$ cat src/rtl/stereo_serial_port.sv
module stereo_serial_port #(
  parameter int DW = 18,
  parameter int PW = 6
) (
  input  logic          clk,
  input  logic          rst_n,
  input  logic          bit_clk,
  input  logic          frame_clk,
  input  logic          ser_in,
  input  logic          rise_active,
  input  logic [2:0]    fmt_sel,
  input  logic          out_drive,
  input  logic [DW-1:0] tx_left,
  input  logic [DW-1:0] tx_right,
  output logic          ser_out,
  output logic          ser_oe,
  output logic [DW-1:0] rx_left,
  output logic [DW-1:0] rx_right,
  output logic          rx_valid
);
  localparam int SW  = DW - 2;
  localparam int PAD = DW - SW;

  logic          lsb_just, rx_only;
  logic [PW-1:0] half, wlen, start_pos;

  assign lsb_just = fmt_sel[2];
  assign rx_only  = (fmt_sel[1:0] == 2'b10);

  always_comb begin
    case (fmt_sel[1:0])
      2'b00:   half = PW'(16);
      2'b01:   half = PW'(32);
      2'b10:   half = PW'(24);
      default: half = PW'(32);
    endcase
    wlen      = (fmt_sel[1:0] == 2'b11) ? PW'(DW) : PW'(SW);
    start_pos = lsb_just ? (half - wlen) : PW'(1);
  end

  // input capture and active-edge detection
  logic bck_r, bck_rr, ws_r, sdi_r, act;
  always_ff @(posedge clk) begin
    if (!rst_n) begin
      bck_r <= 1'b0; bck_rr <= 1'b0; ws_r <= 1'b0; sdi_r <= 1'b0;
    end else begin
      bck_r <= bit_clk; bck_rr <= bck_r; ws_r <= frame_clk; sdi_r <= ser_in;
    end
  end
  assign act = rise_active ? (bck_r & ~bck_rr) : (~bck_r & bck_rr);

  // slot position tracking
  logic          ws_prev;
  logic [PW-1:0] pos, p, nxt;
  logic          last, nch;

  assign p    = (ws_r != ws_prev) ? '0 : ((&pos) ? pos : pos + PW'(1));
  assign last = (p == half - PW'(1));
  assign nxt  = last ? '0 : p + PW'(1);
  assign nch  = last ? ~ws_r : ws_r;

  always_ff @(posedge clk) begin
    if (!rst_n) begin
      ws_prev <= 1'b0;
      pos     <= '1;
    end else if (act) begin
      ws_prev <= ws_r;
      pos     <= p;
    end
  end

  // receive path
  logic [DW-1:0] rx_sh, left_hold, rx_word, rx_aligned;
  logic [PW-1:0] rx_cnt;
  logic          rx_ch;

  assign rx_word    = {rx_sh[DW-2:0], sdi_r};
  assign rx_aligned = (wlen == PW'(DW)) ? rx_word : {rx_word[SW-1:0], {PAD{1'b0}}};

  always_ff @(posedge clk) begin
    if (!rst_n) begin
      rx_sh <= '0; rx_cnt <= '0; rx_ch <= 1'b0; left_hold <= '0;
      rx_left <= '0; rx_right <= '0; rx_valid <= 1'b0;
    end else begin
      rx_valid <= 1'b0;
      if (act) begin
        if (p == start_pos) begin
          rx_sh  <= DW'(sdi_r);
          rx_cnt <= PW'(1);
          rx_ch  <= ws_r;
        end else if (rx_cnt != '0) begin
          rx_sh <= rx_word;
          if (rx_cnt == wlen - PW'(1)) begin
            rx_cnt <= '0;
            if (rx_ch) begin
              rx_left  <= left_hold;
              rx_right <= rx_aligned;
              rx_valid <= 1'b1;
            end else begin
              left_hold <= rx_aligned;
            end
          end else begin
            rx_cnt <= rx_cnt + PW'(1);
          end
        end
      end
    end
  end

  // transmit path
  logic [DW-1:0] tx_sh, r_hold, tx_pick;
  logic [PW-1:0] tx_cnt;
  logic          sdo_q;

  assign tx_pick = nch ? r_hold : tx_left;

  always_ff @(posedge clk) begin
    if (!rst_n) begin
      tx_sh <= '0; r_hold <= '0; tx_cnt <= '0; sdo_q <= 1'b0;
    end else if (act) begin
      if (!rx_only && nxt == start_pos) begin
        if (!nch) r_hold <= tx_right;
        sdo_q  <= tx_pick[DW-1];
        tx_sh  <= tx_pick << 1;
        tx_cnt <= PW'(1);
      end else if (!rx_only && tx_cnt != '0 && tx_cnt != wlen) begin
        sdo_q  <= tx_sh[DW-1];
        tx_sh  <= tx_sh << 1;
        tx_cnt <= tx_cnt + PW'(1);
      end else begin
        sdo_q  <= 1'b0;
        tx_cnt <= '0;
      end
    end
  end

  assign ser_out = sdo_q & ~rx_only;
  assign ser_oe  = out_drive & ~rx_only;

  AST_VALID_AFTER_EDGE: assert property (@(posedge clk) disable iff (!rst_n)
    rx_valid |-> $past(act));
  AST_VALID_ONE_CYCLE: assert property (@(posedge clk) disable iff (!rst_n)
    rx_valid |=> !rx_valid);
  AST_RX_HOLD: assert property (@(posedge clk) disable iff (!rst_n)
    !rx_valid |-> ($stable(rx_left) && $stable(rx_right)));
  AST_NO_LAUNCH_RXONLY: assert property (@(posedge clk) disable iff (!rst_n)
    ($past(rx_only) && $past(act)) |-> !sdo_q);
  AST_SDO_ON_EDGE: assert property (@(posedge clk) disable iff (!rst_n)
    !$past(act) |-> $stable(sdo_q));
  AST_ZERO_FILL: assert property (@(posedge clk) disable iff (!rst_n)
    (tx_cnt == '0) |-> !sdo_q);
endmodule

$ cat config.mk
export PLATFORM = sky130hd
export DESIGN_NAME = stereo_serial_port
export DESIGN_NICKNAME = d
export VERILOG_FILES = /design/src/rtl/stereo_serial_port.sv
export SDC_FILE = /design/constraint.sdc
export NUM_CORES = 1
export LEC_CHECK = 0
export BUFFER_PORTS_ARGS = -buffer_cell sky130_fd_sc_hd__buf_2
export CAP_MARGIN = 20
export CORE_AREA = 2 2 125 127
export DETAILED_ROUTE_END_ITERATION = 8
export DIE_AREA = 0 0 127 129
export GPL_ROUTABILITY_DRIVEN = 0
export PLACE_DENSITY = 0.66
export SLEW_MARGIN = 20
export SYNTH_ARGS = -nofsm -noshare
export SYNTH_HDL_FRONTEND = slang
export SYNTH_SLANG_ARGS = --single-unit
$ cat constraint.sdc
create_clock -name clk -period 3.6 [get_ports clk]
set_input_delay 0.18 -clock clk [delete_from_list [all_inputs] [get_ports clk]]
set_output_delay 0.18 -clock clk [all_outputs]
set_load 0.01 [all_outputs]
After elaboration in Yosys (flattened, before gate mapping)
Index checks and enable logic that the tools add are counted.
{"block": "totals", "romBits": 0, "latch_bits": 0, "register_bits": 133, "elab_cells": 87, "ram_bits": 0, "n_memories": 0}
{"block": "classes", "reduce_logical": 17, "bitwise": 15, "shifts": 0, "magnitude_cmp": 0, "add_sub_neg": 7, "n_div": 0, "mul": 0, "muxes": 22, "eq_ne": 9}
{"cell": "$mux W18", "n": 4}
{"cell": "$mux W6", "n": 9}
{"cell": "$mux W17", "n": 2}
{"cell": "$add A6 B1 Y6 const B", "n": 4}
{"cell": "$eq A6 B6 Y1", "n": 4}
{"cell": "$pmux W6 S2", "n": 1}
{"cell": "$reduce_bool A6 Y1", "n": 2}
{"cell": "$not A1 Y1", "n": 11}
{"cell": "$reduce_and A5 Y1", "n": 2}
{"cell": "$ne A6 B5 Y1", "n": 1}
{"cell": "$reduce_and A2 Y1", "n": 3}
{"cell": "$reduce_and A6 Y1", "n": 1}
{"cell": "$sub A5 B1 Y6 const B", "n": 1}
{"cell": "$sub A6 B1 Y6 const B", "n": 1}
{"cell": "$sub A6 B5 Y6", "n": 1}
{"cell": "$eq A5 B5 Y1 const B", "n": 1}
{"cell": "$mux W1", "n": 5}
{"cell": "$reduce_or A5 Y1", "n": 1}
{"cell": "$and A1 B1 Y1", "n": 4}
{"cell": "$eq A2 B2 Y1 const B", "n": 2}
{"cell": "$reduce_bool A2 Y1", "n": 2}
{"cell": "$logic_and A1 B1 Y1", "n": 3}
{"cell": "$reduce_and A3 Y1", "n": 1}
{"cell": "$logic_not A2 Y1", "n": 1}
{"cell": "3 further kinds", "n": 3}

Longest topological paths before layout
Gate-level depths: netlist of the first run.
{"block": "logic_depth", "word_depth": 9, "depth_mapped": 16}

Worst setup path before layout of the first run
No wires, ideal clock.
{"block": "synth_timing", "path_type": "register to register", "startpoint": "register pos[0]", "endpoint": "register tx_sh[16]", "setup_ns": 0.117, "setup_slack_ns": 0.447, "synth_period_minus_slack_ns": 3.153, "arrival_time_ns": 3.036, "n_path_buf": 2, "required_time_ns": 3.483, "stages_incl_launch_ff": 12, "path_cell_list": "dfxtp_1 ha_1 buf_4 nand3_1 a311oi_4 nand3_1 a31oi_2 xnor2_1 clkbuf_1 mux2_2 mux2_2 a22o_1"}
{"block": "synth_between", "elab_chain_len": 9}
{"element": "start, declared", "line_no": "54", "source": "logic [PW-1:0] pos, p, nxt;"}
{"element": "start signal, assigned", "line_no": "68", "source": "pos <= p;"}
{"element": "$add A6 B1 Y6 / $reduce_and A6 Y1 (equally long branches)", "line_no": "57", "source": "assign p = (ws_r != ws_prev) ? '0 : ((&pos) ? pos : pos + PW'(1));"}
{"element": "$mux W6 * (2 in a row)", "line_no": "57"}
{"element": "$add A6 B1 Y6 / $eq A6 B6 Y1 (equally long branches)", "line_no": "59, 58"}
{"element": "$mux W6", "line_no": "59", "source": "assign nxt = last ? '0 : p + PW'(1);"}
{"element": "$eq A6 B6 Y1", "line_no": "121", "source": "if (!rx_only && nxt == start_pos) begin"}
{"element": "$logic_and A1 B1 Y1", "line_no": "121"}
{"element": "$reduce_bool A2 Y1 (no line)"}
{"element": "$reduce_and A2 Y1 (no line)"}
{"element": "end signal, assigned", "line_no": "124", "source": "tx_sh <= tx_pick << 1;"}
{"element": "end signal, assigned", "line_no": "128", "source": "tx_sh <= tx_sh << 1;"}
{"element": "end, declared", "line_no": "111", "source": "logic [DW-1:0] tx_sh, r_hold, tx_pick;"}
Mark *: on every way between the ends. The rest lies on a longest branch, timed or not.
A chain may end at the register's enable or synchronous reset.

Worst setup path after layout of the first run
{"block": "layout_timing", "startpoint": "register pos[1]", "endpoint": "register r_hold[1]"}
{"block": "layout_between", "elab_chain_len": 8}
{"element": "$add A6 B1 Y6 / $reduce_and A6 Y1 (equally long branches)", "line_no": "57"}
{"element": "$mux W6 * (2 in a row)", "line_no": "57"}
{"element": "net p[1]", "line_no": "54"}
{"element": "$add A6 B1 Y6 / $eq A6 B6 Y1 (equally long branches)", "line_no": "59, 58"}
{"element": "$mux W6", "line_no": "59"}
{"element": "$eq A6 B6 Y1", "line_no": "121"}
{"element": "$logic_and A1 B1 Y1", "line_no": "121"}
{"element": "$reduce_and A3 Y1 (no line) *"}
{"element": "end signal, assigned", "line_no": "122", "source": "if (!nch) r_hold <= tx_right;"}
{"element": "end, declared", "line_no": "111"}
Mark *: on every way through the listed nets, which the timed path passes. The rest lies on a longest branch.

==> run_results.csv, run 1 <==
group,metric,value,unit
sta,skew,0.00615,ns
synth,synth_xor_area_frac,0.0223,
synth,synth-async-reset-ratio,0,
detailed_routing,wirelength,14.0,mm
worst_setup_path,crit_path_start_kind,"register",
cells_and_area,n_antenna_cell,0,
worst_setup_path,crit_type,"register to register",
synth,ys_seq_elements,132,
synth,syn_inst,705,
synth,synth_edf_count,0,
cells_and_area,drive_gt1_frac,0.229,
cells_and_area,finalNetCount,843,
cts,cts_made_buffers,17,
floorplan,rows,45,
power,irDropWorstVdd,0.260,mV
sta,fin_setup_tns,0,ns
power,power_density,462,nW/µm²
worst_setup_path,cp_common_cell,"buf_4",
grt,grt_overflow,0,
worst_setup_path,end_kind,"register",
grt,grt_max_degree,96,
synth,synth_ff_type,"dfxtp_1",
worst_setup_path,crit_start,"pos[1]$_SDFFE_PN1P_",
synth,ys_seq_area_frac,0.427,
sta,fin_crit,3.31,ns
cts,h-tree-depth,4,
synth,synth_fa_ha_area_frac,0.0121,
cells_and_area,postLayoutCellArea,7540,µm²
hold_path,hp-class,"input pin to register",
sta,max_slew.worst_pin.slew,0.701,ns
sta,fmax,0.302,GHz
cts,clockBufferDepth,2,
floorplan,fp.dieW,127,µm
synth,netlist-cell-type-count,67,
synth,synth_compound_area_frac,0.169,
power,static-leakage-power,2.98,nW
detailed_routing,drc,0,
synth,syn_avg_cell_area,8.77,µm²
floorplan,die_h,129,µm
detailed_routing,drt_iter0_markers,437,
cts,clk_latency,0.42,ns
synth,yosysMostFrequentCell,"dfxtp_1",
grt,grt_pass1_vias,5012,
synth,synth_mux_area_frac,0.108,
grt,antenna_found_initial,0,
cts,clk_pin_slew,0.06,ns
synth,ys_top_cells_by_count,"dfxtp_1, nand2_1, nand3_1",
sta,drv_slew,0,
detailed_routing,wl_per_cell,14.2,µm
synth,synthSimpleGateAreaFrac,0.210,
sta,hold_violations,0,
sta,rsz0062_at_grt,"false",
worst_setup_path,slowest_delay,0.47,ns
worst_setup_path,r2r-start,"pos[1]$_SDFFE_PN1P_",
detailed_routing,vias,5237,
cells_and_area,area_growth,22.0,%
worst_setup_path,critPathSlowestCell,"or3_1",
floorplan,core-area,15000,µm²
synth,synth_top_family_by_area,"simple AND/OR/NAND/NOR gates",
synth,yosys_warnings,0,
placed_design,place_area,6810,µm²
grt,grtUsageTotal,0.177,
synth,ys_top_cells_by_area,"dfxtp_1, nand2_1, nand3_1, mux2i_1, mux2_2",
synth,synth_area,6180,µm²
floorplan,start_util,0.413,
detailed_routing,vias_per_cell,5.28,
worst_setup_path,worstPathArrival,3.66,ns
detailed_routing,first_pass_iters,5,
placed_design,port_buffers,84,
sta,setup_viol,0,
placed_design,hpwl,9.13,mm
detailed_routing,ant_nets,0,
hold_path,min_from,"tx_right[12]",
synth,synth_top_area_share,0.427,
outcome,status,"finished clean",
grt,grt_pass1_wl,23.7,mm
flow_run,max_cap_viol_count,0,
cts,numClockSinks,132,
sta,finalCritPeriodShare,0.920,
synth,synth_top_area_cell,"dfxtp_1",
synth,syn_nets,757,
cts,cts_tree,"done",
floorplan,die_area,16400,µm²
cts,clockRootBuffer,"clkbuf_16",
sta,relSlewSlack,0.532,
worst_setup_path,cp_cell_sequence,"ha_4, inv_1, o21ai_0, a21oi_1, ha_1, o2111ai_1, a31oi_2, a211oi_1, or3_1, buf_4, nor3b_4, buf_4, mux2i_1",
floorplan,pin_count,85,
worst_setup_path,cp.required,3.95,ns
worst_setup_path,path_max_fanout,10,
## state kept, by name, indices dropped and copies added (netlist names), 6 cells and up
name	count
left_hold	18
r_hold	18
rx_left	18
rx_right	18
rx_sh	17
tx_sh	17
pos	6
rx_cnt	6
tx_cnt	6
## layer usage
layer / wire, µm / vias to the layer above / share of wire / track usage
li1: - / 2682 / - / -
met3: 614 / 21 / 0.044 / 0.0466
met4: 216 / 0 / 0.015 / 0.0672
met5: 0 / - / 0 / 0
met2: 6390 / 106 / 0.46 / 0.279
met1: 6820 / 2428 / 0.49 / 0.234
## layout by cell type, fill, tap and decap left out, drive strengths merged, types with 8 or more instances in the layout
master and count:
o31ai 9, a22o 16, nand2 123, inv 14
a22oi 16, mux2 32, dfxtp 132, and2 12
dlygate4sd3 13, o21ai 48, xnor2 10, nand3 74
mux2i 31, clkbuf 17, nor2b 8, a211oi 10
a21oi 12, nor2 35, buf 109
## layout make-up
class,instances,area (µm²)
timing repair buffer,122,791
clock inverter,15,149
tap,188,235
fill,1422,7430
inverter,9,33.8
sequential,132,2650
multi-input combinational,509,3260
clock buffer,17,425
## cells by family after synthesis
| family | Yosys count |
|---|---|
| xor gates and xnor gates | 14 |
| adders and majority gates | 6 |
| buffers and inverters | 64 |
| AOI/OAI and AO/OA | 145 |
| muxes | 63 |
| DFF | 132 |
| and+or+nand+nor | 281 |
## worst paths after layout
path                            cells past startpoint                        to  slack (ns)
worst min-delay path                                3   r_hold[12]$_SDFFE_PN0P_        0.01
worst min register to register                      2  rx_left[12]$_SDFFE_PN0P_        0.45
worst max register to register                     13    r_hold[1]$_SDFFE_PN0P_        0.29
worst max-delay path                               13    r_hold[1]$_SDFFE_PN0P_        0.29
## per-stage QoR
stage,instances,hold WS [ns],setup WS [ns],power (mW),util
3_3_place_gp,946,0.391,0.181,1.84,0.454
3_5_place_dp,946,0.393,0.0700,1.84,0.454
5_1_grt,992,0.0159,0.0385,3.63,0.504
2_1_floorplan,705,0.307,0.447,1.75,-
6_report,992,0.0141,0.289,3.49,0.504
4_1_cts,991,0.00340,0.0493,3.52,0.501
## critical path, delay by kind of cell, from the launching register on
kind                       cells  cell delay (ns)
DFF                            1             0.36
muxes                          1             0.19
adders and majority gates      2             0.49
buffers and inverters          3             0.56
and+or+nand+nor                2             0.70
AOI/OAI and AO/OA              5             0.93
## power breakdown
group          switching [mW]  internal (mW)  total, mW
Combinational           0.198          0.149      0.347
Sequential            0.00950           1.47       1.48
Clock                   0.694          0.968       1.66
## timing repair
action                                  CTS  global route
setup buffers                             0             1
hold buffers                             13             0
endpoints found under the setup margin    0            75
gates resized for setup                   0             5
hold endpoints to repair                 13             0
No activity file was read; power rests on OpenSTA's default activity.
==> run 2, diff against run 1 <==
--- a/config.mk
+++ b/config.mk
@@ -12,7 +12,10 @@
 export DIE_AREA = 0 0 127 129
 export GPL_ROUTABILITY_DRIVEN = 0
 export PLACE_DENSITY = 0.66
+export SETUP_SLACK_MARGIN = 0.4
+export SKIP_CTS_REPAIR_TIMING = 1
 export SLEW_MARGIN = 20
 export SYNTH_ARGS = -nofsm -noshare
 export SYNTH_HDL_FRONTEND = slang
 export SYNTH_SLANG_ARGS = --single-unit
+export TNS_END_PERCENT = 10
==> run 2 against run 1 <==
Net effect:
- clock skew is 0.0052 ns higher
- count of clock-buffer cells in the layout unchanged
- die area unchanged
- global-route usage shrank 0.14 points
- wire length is 5.0% higher
- sequential share of layout area shrank 1.1 points
- worst hold slack worse by 0.012 ns
- flip-flop and latch count did not move
- highest routed layer unchanged
- worst setup slack improved by 0.13 ns
- power up 2.7%
- register-to-register slack improved by 0.13 ns
- clock power is essentially flat
==> run_results.csv, run 2 (synthesized netlist as in run 1, its figures left out) <==
group,metric,value,unit
outcome,status,"finished clean",
detailed_routing,wirelength,14.7,mm
sta,max_slew.worst_pin.slew,0.697,ns
power,fin_total_pwr,3.58,mW
floorplan,core-area,15000,µm²
sta,relSlewSlack,0.535,
power,switching_power,945,µW
cells_and_area,area_growth,26.5,%
grt,grt_pass1_vias,4953,
power,cell_internal_pwr,2.64,mW
cts,clockBufferDepth,2,
flow_run,max_cap_viol_count,0,
worst_setup_path,crit_path_start_kind,"register",
power,power_switching_share,0.264,
cells_and_area,drive_gt1_frac,0.282,
cells_and_area,n_antenna_cell,0,
grt,antenna_found_initial,0,
power,power.share.clock,0.465,
grt,busiest_layer,"met2",
detailed_routing,vias_per_cell,5.32,
power,power_density,458,nW/µm²
cells_and_area,finalNetCount,857,
power,static-leakage-power,3.10,nW
cts,clockRootBuffer,"clkbuf_16",
cells_and_area,postLayoutCellArea,7820,µm²
cts,cts_made_buffers,17,
cts,clk_latency,0.42,ns
worst_setup_path,cp.required,3.91,ns
detailed_routing,drt_iter0_markers,405,
sta,setup_viol,0,
detailed_routing,first_pass_iters,5,
detailed_routing,drc,0,
worst_setup_path,path_max_fanout,20,
cts,numClockSinks,132,
floorplan,pin_count,85,
power,seq_power_share,0.413,
grt,grt_pass1_wl,23.4,mm
grt,grt_max_degree,96,
floorplan,fp.dieW,127,µm
cts,h-tree-depth,4,
sta,fmax,0.314,GHz
sta,drv_slew,0,
grt,met1_usage,0.232,
power,power_frac_comb,0.122,
sta,skew,0.0114,ns
cells_and_area,layout_commonest_cell,"dfxtp_1",
cts,clk_pin_slew,0.06,ns
grt,met3_usage,0.0466,
detailed_routing,ant_nets,0,
power,irDropWorstVdd,0.259,mV
cells_and_area,most-common-layout-cells,"dfxtp_1, nand2_1, buf_2",
worst_setup_path,end_kind,"register",
grt,grtUsageTotal,0.176,
sta,finalCritPeriodShare,0.884,
floorplan,die_h,129,µm
placed_design,port_buffers,84,
sta,rsz0062_at_grt,"true",
sta,fin_setup_tns,0,ns
floorplan,start_util,0.413,
placed_design,hpwl,9.13,mm
detailed_routing,wl_per_cell,14.6,µm
sta,fin_crit,3.18,ns
detailed_routing,vias,5353,
floorplan,rows,45,
placed_design,place_area,6810,µm²
sta,hold_slack,0.00245,ns
grt,grt_overflow,0,
worst_setup_path,crit_type,"register to register",
grt,use_met2,0.276,
worst_setup_path,worstPathArrival,3.49,ns
floorplan,die_area,16400,µm²
cts,cts_tree,"done",
hold_path,hp-class,"input pin to register",
sta,hold_violations,0,
==> run 2: changes by cell type in the layout (fill, tap and decap cells not counted), sizes merged <==
| cell | before | now |
|---|---|---|
| buf | 109 | 132 |
| clkbuf | 17 | 18 |
| dlygate4sd3 | 13 | 3 |
==> run 2: power groups by stage <==
stage               logic (mW)  clock network, mW  registers [mW]
detailed placement       0.329                  0            1.51
global placement         0.329                  0            1.51
finish                   0.439               1.67            1.48
global route             0.473               1.76            1.48
floorplan                0.238                  0            1.51
CTS                      0.331               1.70            1.48
==> run 2: layout make-up <==
type	instances	area, µm²
clock inverter	15	149
timing repair buffer	136	922
tap	188	235
clock buffer	17	425
inverter	9	33.8
sequential	132	2660
fill	1393	7150
multi-input combinational	509	3400
==> run 2: per-layer routing <==
layer	vias to the layer above	routed length (µm)
met5	-	0
met4	0	246
met3	23	576
met2	114	6860
met1	2511	7050
li1	2705	-
==> run 2: worst max-delay path, cell delays in order (launching register included) <==
cell      delay [ns]
dfxtp_4         0.36
buf_4           0.18
xnor2_4         0.26
o311ai_4        0.18
or3_4           0.40
a31oi_2         0.28
buf_4           0.18
xnor2_2         0.09
buf_4           0.28
mux2_2          0.37
mux2_1          0.29
a22o_1          0.19
==> run 2: final timing paths <==
path / start / endpoint / slack [ns] / cells after the start
worst max-delay path: ws_r$_SDFF_PN0_ / tx_sh[5]$_SDFFE_PN0P_ / 0.42 / 11
worst min-delay path: tx_right[6] / r_hold[6]$_SDFFE_PN0P_ / 0.002 / 3
worst max register to register: ws_r$_SDFF_PN0_ / tx_sh[5]$_SDFFE_PN0P_ / 0.42 / 11
worst min register to register: rx_left[12]$_SDFFE_PN0P_ / rx_left[12]$_SDFFE_PN0P_ / 0.45 / 2
==> run 2: through the flow <==
step	instances	util	worst slack, ns
after floorplan	705	-	0.447
after global placement	946	0.454	0.181
after detailed placement	946	0.454	0.0700
after CTS	978	0.493	0.0493
after global routing	1006	0.522	0.295
final	1006	0.522	0.419
==> run 3, diff against run 2 <==
--- a/config.mk
+++ b/config.mk
@@ -7,13 +7,14 @@
 export LEC_CHECK = 0
 export BUFFER_PORTS_ARGS = -buffer_cell sky130_fd_sc_hd__buf_2
 export CAP_MARGIN = 20
-export CORE_AREA = 2 2 125 127
+export CORE_AREA = 2 2 112 141
 export DETAILED_ROUTE_END_ITERATION = 8
-export DIE_AREA = 0 0 127 129
+export DIE_AREA = 0 0 114 143
 export GPL_ROUTABILITY_DRIVEN = 0
-export PLACE_DENSITY = 0.66
+export PLACE_DENSITY = 0.67
 export SETUP_SLACK_MARGIN = 0.4
 export SKIP_CTS_REPAIR_TIMING = 1
+export SKIP_LAST_GASP = 1
 export SLEW_MARGIN = 20
 export SYNTH_ARGS = -nofsm -noshare
 export SYNTH_HDL_FRONTEND = slang
==> run 3 against run 2 <==
Net effect:
- global-route usage is 0.21 points higher
- fmax is 2.0% higher
- flip-flop and latch count stayed put
- final cell count is 0.50% lower
- first-iteration DRC count is 41% lower
- via count is 0.24% lower
- critical path depth is 3 higher
- count of clock-buffer cells in the layout is 1 higher
- die area is 0.49% lower
- sequential power hardly changed
- power is 0.78% lower
- core utilization is 0.080 points higher
- critical path type unchanged
- largest cell class unchanged
==> run_results.csv, run 3 (synthesized netlist as in run 1, its figures left out) <==
group,metric,value,unit
sta,skew,0.00979,ns
detailed_routing,drc,0,
worst_setup_path,crit_path_start_kind,"register",
power,fin_total_pwr,3.56,mW
outcome,status,"finished clean",
detailed_routing,ant_nets,0,
hold_path,hold_depth,2,
power,power_density,457,nW/µm²
cells_and_area,finalNetCount,858,
cts,clk_pin_slew,0.06,ns
cts,clk_latency,0.42,ns
placed_design,port_buffers,84,
sta,rsz0062_at_grt,"true",
detailed_routing,vias,5340,
floorplan,core-area,14900,µm²
placed_design,hpwl,9.34,mm
cts,h-tree-depth,4,
worst_setup_path,cp_cell_sequence,"ha_4, a21o_1, a21o_1, inv_2, ha_4, and3_4, o311ai_4, o31ai_2, xnor2_1, or3_4, buf_12, nor3b_4, buf_4, mux2i_1",
detailed_routing,top_layer,"met4",
sta,max_slew.worst_pin.slew,0.925,ns
hold_path,min_from,"frame_clk",
sta,hold_violations,0,
detailed_routing,vias_per_cell,5.33,
grt,grtUsageTotal,0.178,
worst_setup_path,crit_type,"register to register",
power,power.share.clock,0.464,
floorplan,start_util,0.415,
hold_path,hp-class,"input pin to register",
placed_design,dpl_worst_slack,0.112,ns
sta,finalCritPeriodShare,0.866,
floorplan,rows,50,
power,seq_power_share,0.417,
sta,setup_viol,0,
cts,clockRootBuffer,"clkbuf_16",
flow_run,max_cap_viol_count,0,
power,irDropWorstVdd,0.325,mV
detailed_routing,routed-wl-met2,7.54,mm
cts,cts_tree,"done",
power,power_frac_comb,0.119,
hold_path,min_to,"ws_r$_SDFF_PN0_",
cts,numClockSinks,132,
power,switching_power,922,µW
power,cell_internal_pwr,2.63,mW
cells_and_area,area_growth,26.0,%
cells_and_area,layout_commonest_cell,"dfxtp_1",
sta,fmax,0.321,GHz
detailed_routing,drt_iter0_markers,237,
grt,grt_pass1_vias,4953,
floorplan,pin_count,85,
sta,fin_setup_tns,0,ns
detailed_routing,wl_per_cell,14.7,µm
cts,clockBufferDepth,2,
sta,fin_crit,3.12,ns
floorplan,die_h,143,µm
sta,relSlewSlack,0.383,
cells_and_area,n_fill_cell,1378,
cells_and_area,n_antenna_cell,0,
worst_setup_path,reg2reg_depth,14,
worst_setup_path,r2r-start,"pos[1]$_SDFFE_PN1P_",
cells_and_area,drive_gt1_frac,0.280,
worst_setup_path,critPathSlowestCell,"or3_4",
power,power_switching_share,0.259,
grt,grt_overflow,0,
sta,drv_slew,0,
sta,fin_ws,0.482,ns
worst_setup_path,end_kind,"register",
worst_setup_path,cp.required,3.95,ns
detailed_routing,drt-met1-wl,6.51,mm
worst_setup_path,slowest_delay,0.43,ns
worst_setup_path,r2r-end,"r_hold[15]$_SDFFE_PN0P_",
cells_and_area,most-common-layout-cells,"dfxtp_1, nand2_1, buf_2",
cts,cts_made_buffers,17,
worst_setup_path,r2r_slack,0.48,ns
power,static-leakage-power,3.06,nW
worst_setup_path,crit_start,"pos[1]$_SDFFE_PN1P_",
grt,grt_pass1_wl,23.5,mm
floorplan,fp.dieW,114,µm
grt,grt_max_degree,54,
floorplan,die_area,16300,µm²
detailed_routing,wirelength,14.7,mm
detailed_routing,first_pass_iters,5,
grt,antenna_found_initial,0,
worst_setup_path,path_max_fanout,8,
worst_setup_path,worstPathArrival,3.46,ns
detailed_routing,route.met3.wl,495,µm
## run 3: stage by stage
step                 util  hold WS (ns)  area [µm²]  cells
finish              0.523      0.000848        7790   1001
detailed placement  0.457         0.398        6800    942
global placement    0.457         0.390        6800    942
CTS                 0.495       -0.0534        7370    974
floorplan               -         0.307        6180    705
global route        0.523       0.00240        7790   1001
## run 3: worst max-delay path, delay by kind of cell (launching register included)
kind / cells / cell delay (ns)
DFF: 1 / 0.37
muxes: 1 / 0.18
and+or+nand+nor: 3 / 0.96
adders and majority gates: 2 / 0.37
buffers and inverters: 3 / 0.48
AOI/OAI and AO/OA: 4 / 0.57
xor gates and xnor gates: 1 / 0.13
## run 3: power by group through the flow
stage	Clock [mW]	Combinational, mW	Sequential [mW]
finish	1.65	0.424	1.48
floorplan	0	0.238	1.51
CTS	1.69	0.328	1.48
global placement	0	0.325	1.51
global route	1.76	0.457	1.48
detailed placement	0	0.324	1.51
## run 3: worst max path at each step
stage | to | slack, ns
6_report | r_hold[15]$_SDFFE_PN0P_ | 0.48
5_1_grt | r_hold[3]$_SDFFE_PN0P_ | 0.30
4_1_cts | tx_sh[10]$_SDFFE_PN0P_ | 0.10
3_5_place_dp | tx_sh[10]$_SDFFE_PN0P_ | 0.11
3_3_place_gp | tx_sh[16]$_SDFFE_PN0P_ | 0.17
2_1_floorplan | tx_sh[16]$_SDFFE_PN0P_ | 0.45
## run 3: metal layers
metal / global-route usage / vias to the layer above
met3: 0.0471 / 17
met5: 0 / -
li1: - / 2698
met4: 0.0597 / 0
met1: 0.217 / 2512
met2: 0.303 / 113
## run 3: area by class of cell
class	instances	area, µm²	area share
clock buffer	18	439	0.0564
multi-input combinational	509	3410	0.437
tap	182	228	0.0292
clock inverter	14	128	0.0164
sequential	132	2660	0.341
timing repair buffer	137	895	0.115
inverter	9	33.8	0.00434
